<file path="config.mk">
export PLATFORM = sky130hd
export DESIGN_NAME = usb_in_pingpong
export DESIGN_NICKNAME = d
export VERILOG_FILES = /design/src/rtl/pp_pkg.sv /design/src/rtl/pp_bank.sv /design/src/rtl/pp_ctrl.sv /design/src/rtl/usb_in_pingpong.sv
export SDC_FILE = /design/constraint.sdc
export NUM_CORES = 1
export LEC_CHECK = 0
export BUFFER_PORTS_ARGS = -buffer_cell sky130_fd_sc_hd__buf_2
export CAP_MARGIN = 20
export CORE_AREA = 2 2 378 380
export DETAILED_ROUTE_END_ITERATION = 10
export DIE_AREA = 0 0 380 382
export PLACE_DENSITY_LB_ADDON = 0.12
export SLEW_MARGIN = 20
export SYNTH_ARGS = -nofsm -noshare
export SYNTH_HDL_FRONTEND = slang
export SYNTH_SLANG_ARGS = --single-unit
</file>
<file path="constraint.sdc">
create_clock -name clk -period 7.05 [get_ports clk]
set_input_delay 0.3525 -clock clk [delete_from_list [all_inputs] [get_ports clk]]
set_output_delay 0.3525 -clock clk [all_outputs]
set_load 0.02 [all_outputs]
</file>
<file path="src/rtl/pp_pkg.sv">
package pp_pkg;
   typedef enum logic {
      TXS_IDLE  = 1'b0,
      TXS_AWAIT = 1'b1
   } txs_e;
endpackage

</file>
<file path="src/rtl/pp_bank.sv">
module pp_bank #(
   parameter  int DEPTH = 64,
   parameter  int DW    = 8,
   localparam int CW    = $clog2(DEPTH + 1),
   localparam int AW    = (DEPTH > 1) ? $clog2(DEPTH) : 1
) (
   input  logic          clk,
   input  logic          rst_n,
   input  logic          wr_en,
   input  logic [DW-1:0] wr_data,
   input  logic          clr,
   input  logic [CW-1:0] rd_ptr,
   output logic [DW-1:0] rd_data,
   output logic [CW-1:0] cnt
);
   logic [DW-1:0] mem [DEPTH];
   logic          room;

   assign room = (cnt < CW'(DEPTH));

   always_ff @(posedge clk or negedge rst_n) begin
      if (!rst_n)              cnt <= '0;
      else if (clr)            cnt <= '0;
      else if (wr_en && room)  cnt <= cnt + 1'b1;
   end

   always_ff @(posedge clk) begin
      if (wr_en && !clr && room) mem[cnt[AW-1:0]] <= wr_data;
   end

   assign rd_data = mem[rd_ptr[AW-1:0]];

   // a write into a full bank leaves the count unchanged
   a_r12_full_saturates: assert property (@(posedge clk) disable iff (!rst_n)
      (wr_en && !clr && cnt == CW'(DEPTH)) |=> $stable(cnt));
endmodule

</file>
<file path="src/rtl/pp_ctrl.sv">
module pp_ctrl
   import pp_pkg::*;
#(
   parameter  int DEPTH = 64,
   localparam int CW    = $clog2(DEPTH + 1)
) (
   input  logic          clk,
   input  logic          rst_n,
   input  logic          set_rdy,
   input  logic          clr_done,
   input  logic          tok_in,
   input  logic          rd_en,
   input  logic          host_ack,
   input  logic          host_tmo,
   input  logic [CW-1:0] tx_cnt,
   output logic [1:0]    loaded,
   output logic          wr_bank,
   output logic          tx_bank,
   output logic [CW-1:0] rd_ptr,
   output logic          done,
   output logic          rsp_data,
   output logic          rsp_nak,
   output logic [CW-1:0] rsp_len,
   output logic          rd_last,
   output logic [1:0]    rel
);
   txs_e st;
   logic set_ok, ack_ok, tmo_ok, tok_ok, rd_ok, tx_ld;
   logic [1:0] ld_nxt;

   assign tx_ld  = loaded[tx_bank];
   assign set_ok = set_rdy && !loaded[wr_bank];
   assign ack_ok = host_ack && (st == TXS_AWAIT);
   assign tmo_ok = host_tmo && !host_ack && (st == TXS_AWAIT);
   assign tok_ok = tok_in && (st == TXS_IDLE);
   assign rd_ok  = rd_en && (st == TXS_AWAIT) && (rd_ptr < tx_cnt);

   for (genvar g = 0; g < 2; g++) begin : g_rel
      assign rel[g] = ack_ok && (tx_bank == 1'(g));
   end

   always_comb begin
      ld_nxt = loaded;
      if (set_ok) ld_nxt[wr_bank] = 1'b1;
      if (ack_ok) ld_nxt[tx_bank] = 1'b0;
   end

   always_ff @(posedge clk or negedge rst_n) begin
      if (!rst_n) begin
         loaded   <= '0;
         wr_bank  <= 1'b0;
         tx_bank  <= 1'b0;
         st       <= TXS_IDLE;
         rd_ptr   <= '0;
         done     <= 1'b0;
         rsp_data <= 1'b0;
         rsp_nak  <= 1'b0;
         rsp_len  <= '0;
      end else begin
         loaded   <= ld_nxt;
         rsp_data <= tok_ok && tx_ld;
         rsp_nak  <= tok_ok && !tx_ld;
         if (set_ok) wr_bank <= ~wr_bank;
         if (ack_ok) tx_bank <= ~tx_bank;
         if (ack_ok)        done <= 1'b1;
         else if (clr_done) done <= 1'b0;
         if (tok_ok) rsp_len <= tx_ld ? tx_cnt : '0;
         if (tok_ok || ack_ok || tmo_ok) rd_ptr <= '0;
         else if (rd_ok)                 rd_ptr <= rd_ptr + 1'b1;
         case (st)
            TXS_IDLE:  if (tok_ok && tx_ld)   st <= TXS_AWAIT;
            TXS_AWAIT: if (ack_ok || tmo_ok) st <= TXS_IDLE;
            default:                         st <= TXS_IDLE;
         endcase
      end
   end

   assign rd_last = (st == TXS_AWAIT) && (tx_cnt != '0) && (rd_ptr == tx_cnt - 1'b1);

   // empty send bank answers with NAK only
   a_r5_nak_when_empty: assert property (@(posedge clk) disable iff (!rst_n)
      (tok_in && st == TXS_IDLE && !loaded[tx_bank]) |=> (rsp_nak && !rsp_data));
   // data and NAK responses are exclusive
   a_r6_resp_exclusive: assert property (@(posedge clk) disable iff (!rst_n)
      !(rsp_data && rsp_nak));
   // an accepted ACK raises the completion flag
   a_r7_ack_sets_done: assert property (@(posedge clk) disable iff (!rst_n)
      (host_ack && st == TXS_AWAIT) |=> done);
   // completion flag holds until cleared
   a_r8_done_holds: assert property (@(posedge clk) disable iff (!rst_n)
      (done && !clr_done) |=> done);
   // timeout keeps the bank and rewinds
   a_r10_tmo_rewinds: assert property (@(posedge clk) disable iff (!rst_n)
      (host_tmo && !host_ack && st == TXS_AWAIT) |=> (loaded[$past(tx_bank)] && rd_ptr == '0));
   // ready strobe on a loaded write bank does not move the selection
   a_r11_set_ignored: assert property (@(posedge clk) disable iff (!rst_n)
      (set_rdy && loaded[wr_bank]) |=> $stable(wr_bank));
endmodule

</file>
<file path="src/rtl/usb_in_pingpong.sv">
module usb_in_pingpong #(
   parameter  int BANK_BYTES = 64,
   parameter  int DATA_W     = 8,
   localparam int CW         = $clog2(BANK_BYTES + 1)
) (
   input  logic              clk,
   input  logic              rst_n,
   input  logic              cpu_wr_en,
   input  logic [DATA_W-1:0] cpu_wr_data,
   input  logic              cpu_set_rdy,
   input  logic              cpu_clr_done,
   output logic              cpu_rdy_stat,
   output logic              cpu_done,
   output logic              irq,
   output logic              wr_bank,
   output logic              tx_bank,
   input  logic              tok_in,
   output logic              rsp_data,
   output logic              rsp_nak,
   output logic [CW-1:0]     rsp_len,
   input  logic              rd_en,
   output logic [DATA_W-1:0] rd_byte,
   output logic              rd_last,
   input  logic              host_ack,
   input  logic              host_tmo
);
   if (BANK_BYTES < 1 || BANK_BYTES > 1023) begin : g_bad_depth
      $error("usb_in_pingpong: BANK_BYTES out of range");
   end
   if (DATA_W < 1) begin : g_bad_width
      $error("usb_in_pingpong: DATA_W must be positive");
   end

   logic [1:0]        loaded, rel, bank_we;
   logic [CW-1:0]     rd_ptr;
   logic [CW-1:0]     cnt_b [2];
   logic [DATA_W-1:0] rdat_b [2];

   for (genvar g = 0; g < 2; g++) begin : g_bank
      assign bank_we[g] = cpu_wr_en && (wr_bank == 1'(g)) && !loaded[g];
      pp_bank #(.DEPTH(BANK_BYTES), .DW(DATA_W)) u_bank (
         .clk     (clk),
         .rst_n   (rst_n),
         .wr_en   (bank_we[g]),
         .wr_data (cpu_wr_data),
         .clr     (rel[g]),
         .rd_ptr  (rd_ptr),
         .rd_data (rdat_b[g]),
         .cnt     (cnt_b[g])
      );
   end

   pp_ctrl #(.DEPTH(BANK_BYTES)) u_ctrl (
      .clk      (clk),
      .rst_n    (rst_n),
      .set_rdy  (cpu_set_rdy),
      .clr_done (cpu_clr_done),
      .tok_in   (tok_in),
      .rd_en    (rd_en),
      .host_ack (host_ack),
      .host_tmo (host_tmo),
      .tx_cnt   (cnt_b[tx_bank]),
      .loaded   (loaded),
      .wr_bank  (wr_bank),
      .tx_bank  (tx_bank),
      .rd_ptr   (rd_ptr),
      .done     (cpu_done),
      .rsp_data (rsp_data),
      .rsp_nak  (rsp_nak),
      .rsp_len  (rsp_len),
      .rd_last  (rd_last),
      .rel      (rel)
   );

   assign rd_byte      = rdat_b[tx_bank];
   assign cpu_rdy_stat = loaded[wr_bank];
   assign irq          = cpu_done;

   // writes while both banks are loaded change no count
   a_r11_wr_ignored_full: assert property (@(posedge clk) disable iff (!rst_n)
      (cpu_wr_en && loaded == 2'b11 && !host_ack) |=> ($stable(cnt_b[0]) && $stable(cnt_b[1])));
   // the send selection moves only on a bank release
   a_r4_tx_moves_on_release: assert property (@(posedge clk) disable iff (!rst_n)
      (rel == 2'b00) |=> $stable(tx_bank));
endmodule

</file>
==> results of run 1 <==
synth_stat cells, drive strengths merged (3+ instances only):
library cell  instances  area, µm²
nor3                 10       50.1
edfxtp             1024      30700
o311ai                4       35.0
or2                   3       18.8
nand2                41        154
o22ai                19        119
xor2                  9       78.8
nand3                15       75.1
a211oi               43        323
a21oi                40        200
mux2                 58        653
or3                   3       18.8
nand4                 4       25.0
or4                   6       45.0
a211o                10       87.6
nand3b                9       67.6
and3                  5       31.3
o32a                  4       40.0
a2111oi               5       56.3
inv                  10       37.5
o31ai                13       97.6
buf                  74        538
dfrtp                36        901
nand2b                6       37.5
nor2b                26        163
mux4                196       4430
o21ai                26        130
or3b                  7       61.3
ha                   12        150
o221ai               25        219
mux2i                75        754
a21o                  4       30.0
a22oi                52        390
a221oi                5       43.8
xnor2                 8       70.1
nor2                157        589
a22o                 15        131
clkbuf               58        218
power breakdown:
group | leakage, nW | switching (mW) | internal (mW)
clock | 1.79 | 2.47 | 3.43
sequential | 9.68 | 0.109 | 6.97
combinational | 2.98 | 1.08 | 0.695
total | 14.4 | 3.66 | 11.1
kinds of logic (layout without fill, tap and decap cells):
logic type      Yosys count  after routing  share of synthesized area
compound gates          280            280                     0.0483
other cells               0              1                          0
simple gates            303            303                     0.0340
mux                     329            329                      0.139
xor+xnor                 17             17                    0.00354
buf+inv                 142            304                     0.0189
flops                  1060           1060                      0.753
fa+ha+maj                12             12                    0.00357
worst max-delay path, stage by stage (launching register included):
cell and delay, ps:
dfrtp_4 870, buf_12 530, mux4_2 400, a22oi_1 330, a21oi_1 180, a2111oi_2 790
a32oi_1 370, buf_2 280
stage by stage:
stage	worst slack (ps)	total power, mW	cells	util	instance area [µm²]
final	2080	14.8	4196	0.341	48000
after global routing	1850	15.3	4195	0.341	48000
after CTS	1860	15.0	4195	0.341	48000
after detailed placement	2660	9.02	3981	0.314	44300
after global placement	2720	9.01	3981	0.314	44300
after floorplan	3430	8.38	2143	-	42000
flip-flops by register name (all words and copies together), names as in the netlist, 2 cells and up:
register,count
g_bank.u_bank.mem,1024
g_bank.u_bank.cnt,14
u_ctrl.rd_ptr,7
u_ctrl.rsp_len,7
u_ctrl.loaded,2
what timing repair did:
item,4_1_cts,5_1_grt
resized for setup,0,0
hold buffers,7,0
hold endpoints to repair,43,0
path summary, 6_finish.rpt:
check | startpoint | endpoint | slack [ps] | cells past startpoint
worst max register to register | u_ctrl.loaded[1] | g_bank[1].u_bank.mem[51][5] | 2870 | 6
min in group asynchronous | rst_n | u_ctrl.loaded[1] | 320 | 2
worst min-delay path | cpu_wr_data[6] | g_bank[1].u_bank.mem[3][6] | 100 | 1
max in group asynchronous | rst_n | u_ctrl.rd_ptr[0] | 6030 | 2
worst min register to register | u_ctrl.rsp_len[3] | u_ctrl.rsp_len[3] | 470 | 2
worst max-delay path | u_ctrl.rd_ptr[1] | rd_byte[4] | 2080 | 7
metal layers:
metal	share of wire	wire (µm)	up-vias	GRT usage
met5	0	0	-	0
met4	0.023	2740	0	0.0494
met3	0.040	4780	154	0.0238
met2	0.49	57700	476	0.270
met1	0.45	53100	11300	0.219
li1	-	-	8982	-
final cells by class:
type                            instances  area (µm²)  area share
Clock buffer                          143        2990      0.0623
Tap cell                             1890        2360      0.0492
Multi-Input combinational cell        941        9650       0.201
Sequential cell                      1060       31700       0.659
Inverter                               10        37.5    0.000782
Clock inverter                         64         642      0.0134
Antenna cell                            1        2.50   0.0000521
Timing Repair Buffer                   87         681      0.0142
==> reports/metrics.cfg, run 1 <==
[status]
outcome = completed

[clock_network]
numCtsBuffers = 113
cts_root_buffer = clkbuf_16
h-tree-depth = 3
cts_sinks = 1060
insertion_delay_ps = 730
clock_path_buffers = 3
post_cts_buffers = 0
cts_tree = yes
cts.clk_slew.worst_paths_ps = 60

[drt]
drcViolationCount = 0
wl_per_cell_um = 28.2
via_per_inst = 5.00
antenna_left = 0
drt-initial-drc-count = 1715
routed_wl_um = 118000
vias = 21000
firstDrtPassIters = 5

[floorplan]
core_um2 = 141000
initial_core_util = 0.298
die_area_um2 = 145000
ioPinCount = 40
die_x_um = 380
die_h_um = 382
fp-row-count = 138

[synthesis]
synth_flop_cell = edfxtp_1
synth-seq-cells = 1060
syn_nets = 2172
ys_seq_area_frac = 0.753
synth_edf_count = 1024
yosys_warnings = 0
syn-cell-area_um2 = 42000
avgSynthCellArea_um2 = 19.6
async_flop_share = 0.0340
postSynthCellCount = 2143
post_synth_num_cell_types = 66

[global_route]
grt_max_degree = 106
grt-ovfl-total = 0
antenna_found_initial = 7
grtUsageTotal = 0.162
grt_pass1_wl_um = 169000
grt_pass1_vias = 21900

[setup_path]
cp_max_fo = 88
critical_path_arrival_ps = 4620
cp-end-kind = output pin
cp-start-kind = register
path_class = register to output pin
required_ps = 6700

[layout]
syn_to_final_growth_pct = 14.3
final_cell_mix = edfxtp_1 (1024), mux4_2 (193), nor2_1 (149)
fill_cells = 13300
layout_commonest_cell = edfxtp_1
drive_above_1_share = 0.227
layout.nets = 2242

[placement]
gp_congestion = 0.757
port_buffers = 39
place_hpwl_um = 72200

[sta]
final_max_slew_viol_count = 0
finalSetupViolCount = 0
period_share = 0.705
rsz0062_at_grt = false
tns_ps = 0
slew_headroom = 0.258
worst_pin_slew_ps = 1110
fmax_ghz = 0.201
finalCriticalPeriod_ps = 4970
hold_violations = 0
skew_ps = 13.3
holdWs_ps = 97.8

[power]
ir_worst_vdd_mv = 0.202
p_leak_nw = 14.4
p_per_area_nw_per_um2 = 307

[job]
cap_violations = 0

[hold_path]
hold_class = input pin to register

No activity file was read; power rests on OpenSTA's default activity.
==> run 2, diff against run 1 <==
Clock period 7.05 ns to 4.5 ns, I/O delays scaled along.
==> reports/metrics.cfg, run 2 (synthesized netlist as in run 1, its figures left out) <==
[floorplan]
core_um2 = 141000  ; unchanged
die_x_um = 380  ; unchanged
initial_core_util = 0.298  ; unchanged
die_area_um2 = 145000  ; unchanged
ioPinCount = 40  ; unchanged
fp-row-count = 138  ; unchanged
die_h_um = 382  ; unchanged

[placement]
place_hpwl_um = 74600  ; +3.3%
dp.cells = 4089  ; +2.7%
gp_congestion = 0.762  ; +0.63%
port_buffers = 39  ; unchanged
dp_slack_ps = 621  ; -2040 ps

[job]
cap_violations = 0  ; unchanged

[layout]
layout_commonest_cell = edfxtp_1
syn_to_final_growth_pct = 16.9
fin_cells = 4313  ; +2.8%
drive_above_1_share = 0.264  ; +0.0368
final_cell_mix = edfxtp_1 (1024), mux4_2 (193), nor2_1 (152)
seq_area_um2 = 31700  ; about the same
multi_input_area_um2 = 9650  ; about the same
n_antenna_cell = 0  ; -1
fill_cells = 13300  ; +0.068%
layout.nets = 2356  ; +5.1%
largest_register_ffs = 1024  ; unchanged

[sta]
holdWs_ps = 65.8  ; -32.1 ps
slew_headroom = 0.264  ; +0.00642
fin_ws_ps = 129  ; -1950 ps
final_max_slew_viol_count = 0  ; unchanged
hold_violations = 0  ; unchanged
fmax_ghz = 0.229
period_share = 0.971
skew_ps = 18.2  ; +4.92 ps
worst_pin_slew_ps = 1100  ; -9.59 ps
rsz0062_at_grt = false
finalCriticalPeriod_ps = 4370
finalSetupViolCount = 0  ; unchanged

[setup_path]
crit_top_cell = buf_4
cp_max_fo = 22  ; -75%
cp-end-kind = output pin
path_class = register to output pin
required_ps = 4280  ; -2420 ps
cp-start-kind = register
path_cells = nand2_1, buf_4, o22ai_1, o31ai_1, a211oi_1, buf_4, a22oi_1, buf_2
slowest_stage = o31ai_1
critical_path_arrival_ps = 4150  ; -470 ps
slowest_delay_ps = 670  ; -200 ps

[power]
p_leak_nw = 15.1  ; +4.7%
ir_worst_vdd_mv = 0.324  ; +60%
p_total_mw = 23.6  ; +60%
p_per_area_nw_per_um2 = 479  ; +56%

[drt]
firstDrtPassIters = 6  ; +1
antenna_left = 0  ; unchanged
routed_wl_um = 120000  ; +1.0%
drcViolationCount = 0  ; unchanged
vias = 21400  ; +2.1%
via_per_inst = 4.96  ; -0.68%
wl_per_cell_um = 27.7  ; -1.7%
drt-initial-drc-count = 1876  ; +9.4%

[status]
outcome = completed

[global_route]
grt-ovfl-total = 0  ; unchanged
antenna_found_initial = 6  ; -1
grt_pass1_vias = 22100  ; +0.48%
grtUsageTotal = 0.164  ; +0.00145
grt_max_degree = 86  ; -19%
grt_pass1_wl_um = 169000  ; about the same

[clock_network]
cts_sinks = 1060  ; unchanged
h-tree-depth = 3  ; unchanged
insertion_delay_ps = 730  ; about the same
numCtsBuffers = 115  ; +1.8%
cts_root_buffer = clkbuf_16
clock_path_buffers = 3  ; unchanged
cts_tree = yes
cts.clk_slew.worst_paths_ps = 60  ; about the same

[hold_path]
hold_class = input pin to register

==> run 2: cell types whose count changed in the layout (fill, tap and decap cells not counted), sizes merged <==
cell | before | now
buf | 80 | 190
bufinv | 12 | 15
clkbuf | 143 | 135
clkinv | 45 | 57
clkinvlp | 2 | 4
diode | 1 | 0
dlygate4sd3 | 7 | 9
inv | 15 | 12
==> run 2: per-stage QoR <==
stage	utilization	instance area (µm²)	TNS, ps
6_report	0.349	49100	0
5_1_grt	0.349	49100	0
4_1_cts	0.349	49100	0
3_5_place_dp	0.321	45200	0
3_3_place_gp	0.321	45200	-112
2_1_floorplan	-	42000	0
==> run 2: what timing repair did <==
item	4_1_cts	5_1_grt
resized for setup	5	0
endpoints found under the setup margin	7	0
setup buffers	1	0
endpoints found under the hold margin	61	0
hold buffers	9	0
==> run 2: power by group <==
part	internal, mW	total (mW)	switching (mW)
sequential	10.9	11.1	0.163
clock	5.61	9.52	3.91
combinational	1.19	2.96	1.76
total	17.7	23.6	5.84
==> run 2: final cells by class <==
type	count	area share
repair buffers	199	0.0330
clock inverters	78	0.0161
clock buffers	135	0.0612
inverters	10	0.000764
multi-input cells	941	0.196
well taps	1890	0.0481
flip-flops and latches	1060	0.644
==> run 2: final timing paths <==
check | slack [ps] | start | to | cells after the start
setup / recovery | 130 | u_ctrl.rd_ptr[1] | rd_byte[0] | 8
hold / removal | 70 | cpu_wr_data[3] | g_bank[0].u_bank.mem[10][3] | 1
setup reg to reg | 1010 | u_ctrl.wr_bank | g_bank[1].u_bank.mem[49][1] | 7
hold reg to reg | 480 | u_ctrl.rsp_len[3] | u_ctrl.rsp_len[3] | 2
max in group asynchronous | 3710 | rst_n | u_ctrl.rd_ptr[0] | 2
min in group asynchronous | 160 | rst_n | g_bank[0].u_bank.cnt[5] | 2
==> run 2: critical path, delay by kind of cell (launching register included) <==
kind / cells / cell delay, ps
AO/OA/AOI/OAI: 4 / 1420
buffers and inverters: 3 / 740
flip-flops: 1 / 640
AND/OR/NAND/NOR: 1 / 580
==> run 2: per-layer routing <==
metal / vias up / part of all wire / GRT usage
li1: 9232 / - / -
met1: 11500 / 0.44 / 0.223
met2: 513 / 0.48 / 0.266
met3: 142 / 0.054 / 0.0319
met4: 4 / 0.021 / 0.0461
met5: - / 0.00019 / 0
==> run 3, diff against run 2 <==
Settings changed: PLACE_DENSITY set to 0.42, PLACE_DENSITY_LB_ADDON 0.12 to unset.
==> reports/metrics.cfg, run 3 (synthesized netlist as in run 1, its figures left out) <==
[drt]
drt-initial-drc-count = 1833  ; -2.3%
antenna_left = 0  ; unchanged
drcViolationCount = 0  ; unchanged
firstDrtPassIters = 7  ; +1
via_per_inst = 4.96  ; about the same
routed_wl_um = 120000  ; +0.33%
vias = 21500  ; +0.31%
wl_per_cell_um = 27.7  ; about the same

[power]
power.internal_mw = 17.5  ; -1.2%
p_leak_nw = 15.2  ; +0.24%
power_frac_comb = 0.130  ; +0.004
seqPwrFrac = 0.475  ; +0.005
p_per_area_nw_per_um2 = 476  ; -0.71%
p_switching_mw = 5.89  ; +0.95%
switching_share = 0.252  ; +0.00407
p_clk_frac = 0.396  ; -0.008
ir_worst_vdd_mv = 0.327  ; +1.1%

[floorplan]
core_um2 = 141000  ; unchanged
initial_core_util = 0.298  ; unchanged
die_area_um2 = 145000  ; unchanged
ioPinCount = 40  ; unchanged
die_x_um = 380  ; unchanged
fp-row-count = 138  ; unchanged
die_h_um = 382  ; unchanged

[global_route]
grt_pass1_wl_um = 171000  ; +1.1%
grtUsageTotal = 0.164  ; +0.000397
grt_max_degree = 79  ; -8.1%
grt-ovfl-total = 0  ; unchanged
antenna_found_initial = 1  ; -5
grt_pass1_vias = 22300  ; +1.2%

[placement]
gp_congestion = 0.764  ; +0.29%
port_buffers = 39  ; unchanged
place_hpwl_um = 76900  ; +3.1%

[layout]
fill_cells = 13300  ; +0.21%
final_cell_mix = edfxtp_1 (1024), mux4_2 (193), buf_4 (161)
layout.nets = 2371  ; +0.64%
fin_util = 0.349  ; about the same
syn_to_final_growth_pct = 16.9  ; about the same
largest_register_ffs = 1024  ; unchanged
layout_commonest_cell = edfxtp_1
drive_above_1_share = 0.270  ; +0.00576
n_antenna_cell = 0  ; unchanged

[setup_path]
slowest_stage = nor2_4
slowest_delay_ps = 990  ; +320 ps
reg2reg_depth = 7  ; unchanged
worst_r2r_endpoint = u_ctrl.rd_ptr[3]
path_cells = nor2_4, buf_4, a22o_1, a211oi_1, a211o_1, a32oi_1, buf_4, buf_2
crit_family = compound AO/OA/AOI/OAI gates
rrSetupSlack_ps = 1030  ; +20 ps
critical_path_arrival_ps = 4130  ; -20 ps
crit_top_cell = buf_4
path_class = register to output pin
r2r-start = u_ctrl.tx_bank
cp_max_fo = 24  ; +9.1%
cp-end-kind = output pin
required_ps = 4280  ; about the same
path_buf_inv = 3  ; unchanged
cp-start-kind = register

[clock_network]
insertion_delay_ps = 710  ; -20 ps
clock_path_buffers = 3  ; unchanged
h-tree-depth = 3  ; unchanged
cts_tree = yes
cts.clk_slew.worst_paths_ps = 70  ; about the same
numCtsBuffers = 110  ; -4.3%
cts_root_buffer = clkbuf_16
cts_sinks = 1060  ; unchanged

[sta]
skew_ps = 16.9  ; -1.25 ps
finalSetupViolCount = 0  ; unchanged
period_share = 0.967  ; -0.00398
final_max_slew_viol_count = 0  ; unchanged
finalCriticalPeriod_ps = 4350  ; -17.9 ps
tns_ps = 0  ; unchanged
slew_headroom = 0.190  ; -0.0736
worst_pin_slew_ps = 1210  ; +112 ps
rsz0062_at_grt = false
hold_violations = 0  ; unchanged
fmax_ghz = 0.230  ; +0.41%

[hold_path]
holdPathStages = 1  ; unchanged
min-delay-start = cpu_wr_data[3]
whs_endpoint = g_bank[0].u_bank.mem[5][3]
hold_class = input pin to register

[job]
cap_violations = 0  ; unchanged

[status]
outcome = completed

-- run 3: cell count changes in the layout (fill, tap and decap cells not counted), sizes merged --
cell,change
buf,+18
clkbuf,-4
clkinv,-4
dlygate4sd3,+2
inv,+5
bufinv,-2
-- run 3: layout make-up --
class	count	area [µm²]	share of cell area
clock inverters	77	772	0.0157
flip-flops and latches	1060	31700	0.644
well taps	1890	2360	0.0481
multi-input cells	941	9650	0.196
inverters	10	37.5	0.000764
clock buffers	131	2870	0.0585
repair buffers	219	1790	0.0365
-- run 3: worst max path at each step --
stage	from	endpoint	slack, ps	cells past startpoint
after CTS	u_ctrl.rd_ptr[1]	rd_byte[5]	50	8
after detailed placement	u_ctrl.rd_ptr[0]	rd_byte[2]	270	8
after global placement	u_ctrl.rd_ptr[0]	rd_byte[2]	250	8
after global routing	u_ctrl.rd_ptr[1]	rd_byte[4]	10	8
after floorplan	u_ctrl.tx_bank	rd_last	1010	10
final	u_ctrl.rd_ptr[3]	rd_byte[2]	150	8
-- run 3: timing repair --
item	CTS	global route
gates resized for setup	2	1
endpoints found under the hold margin	114	0
hold buffers	11	0
buffers inserted	2	0
setup endpoints to repair	7	1
-- run 3: stage by stage --
step	power, mW	std cells	hold slack, ps	area, µm²	setup slack (ps)
after floorplan	13.1	2143	-70.6	42000	1010
after global placement	14.3	4106	396	45300	248
after detailed placement	14.3	4106	410	45300	268
after CTS	23.7	4327	11.8	49100	48.6
after global routing	24.2	4328	40.8	49100	11.4
final	23.4	4328	44.2	49100	147
-- run 3: power by group through the flow --
| stage | Combinational, mW | Clock [mW] | Sequential, mW |
|---|---|---|---|
| 6_report | 3.03 | 9.26 | 11.1 |
| 5_1_grt | 3.24 | 9.84 | 11.1 |
| 4_1_cts | 3.07 | 9.50 | 11.1 |
| 3_5_place_dp | 2.98 | 0 | 11.4 |
| 3_3_place_gp | 2.95 | 0 | 11.3 |
| 2_1_floorplan | 1.92 | 0 | 11.2 |
-- run 3: per-layer routing --
layer / track usage / share of wire / wire (µm) / vias to the layer above
li1: - / - / - / 9242
met1: 0.229 / 0.46 / 54800 / 11600
met2: 0.271 / 0.49 / 58300 / 507
met3: 0.0212 / 0.039 / 4700 / 117
met4: 0.0409 / 0.017 / 2050 / 2
met5: 0.00364 / 0.00061 / 73 / -
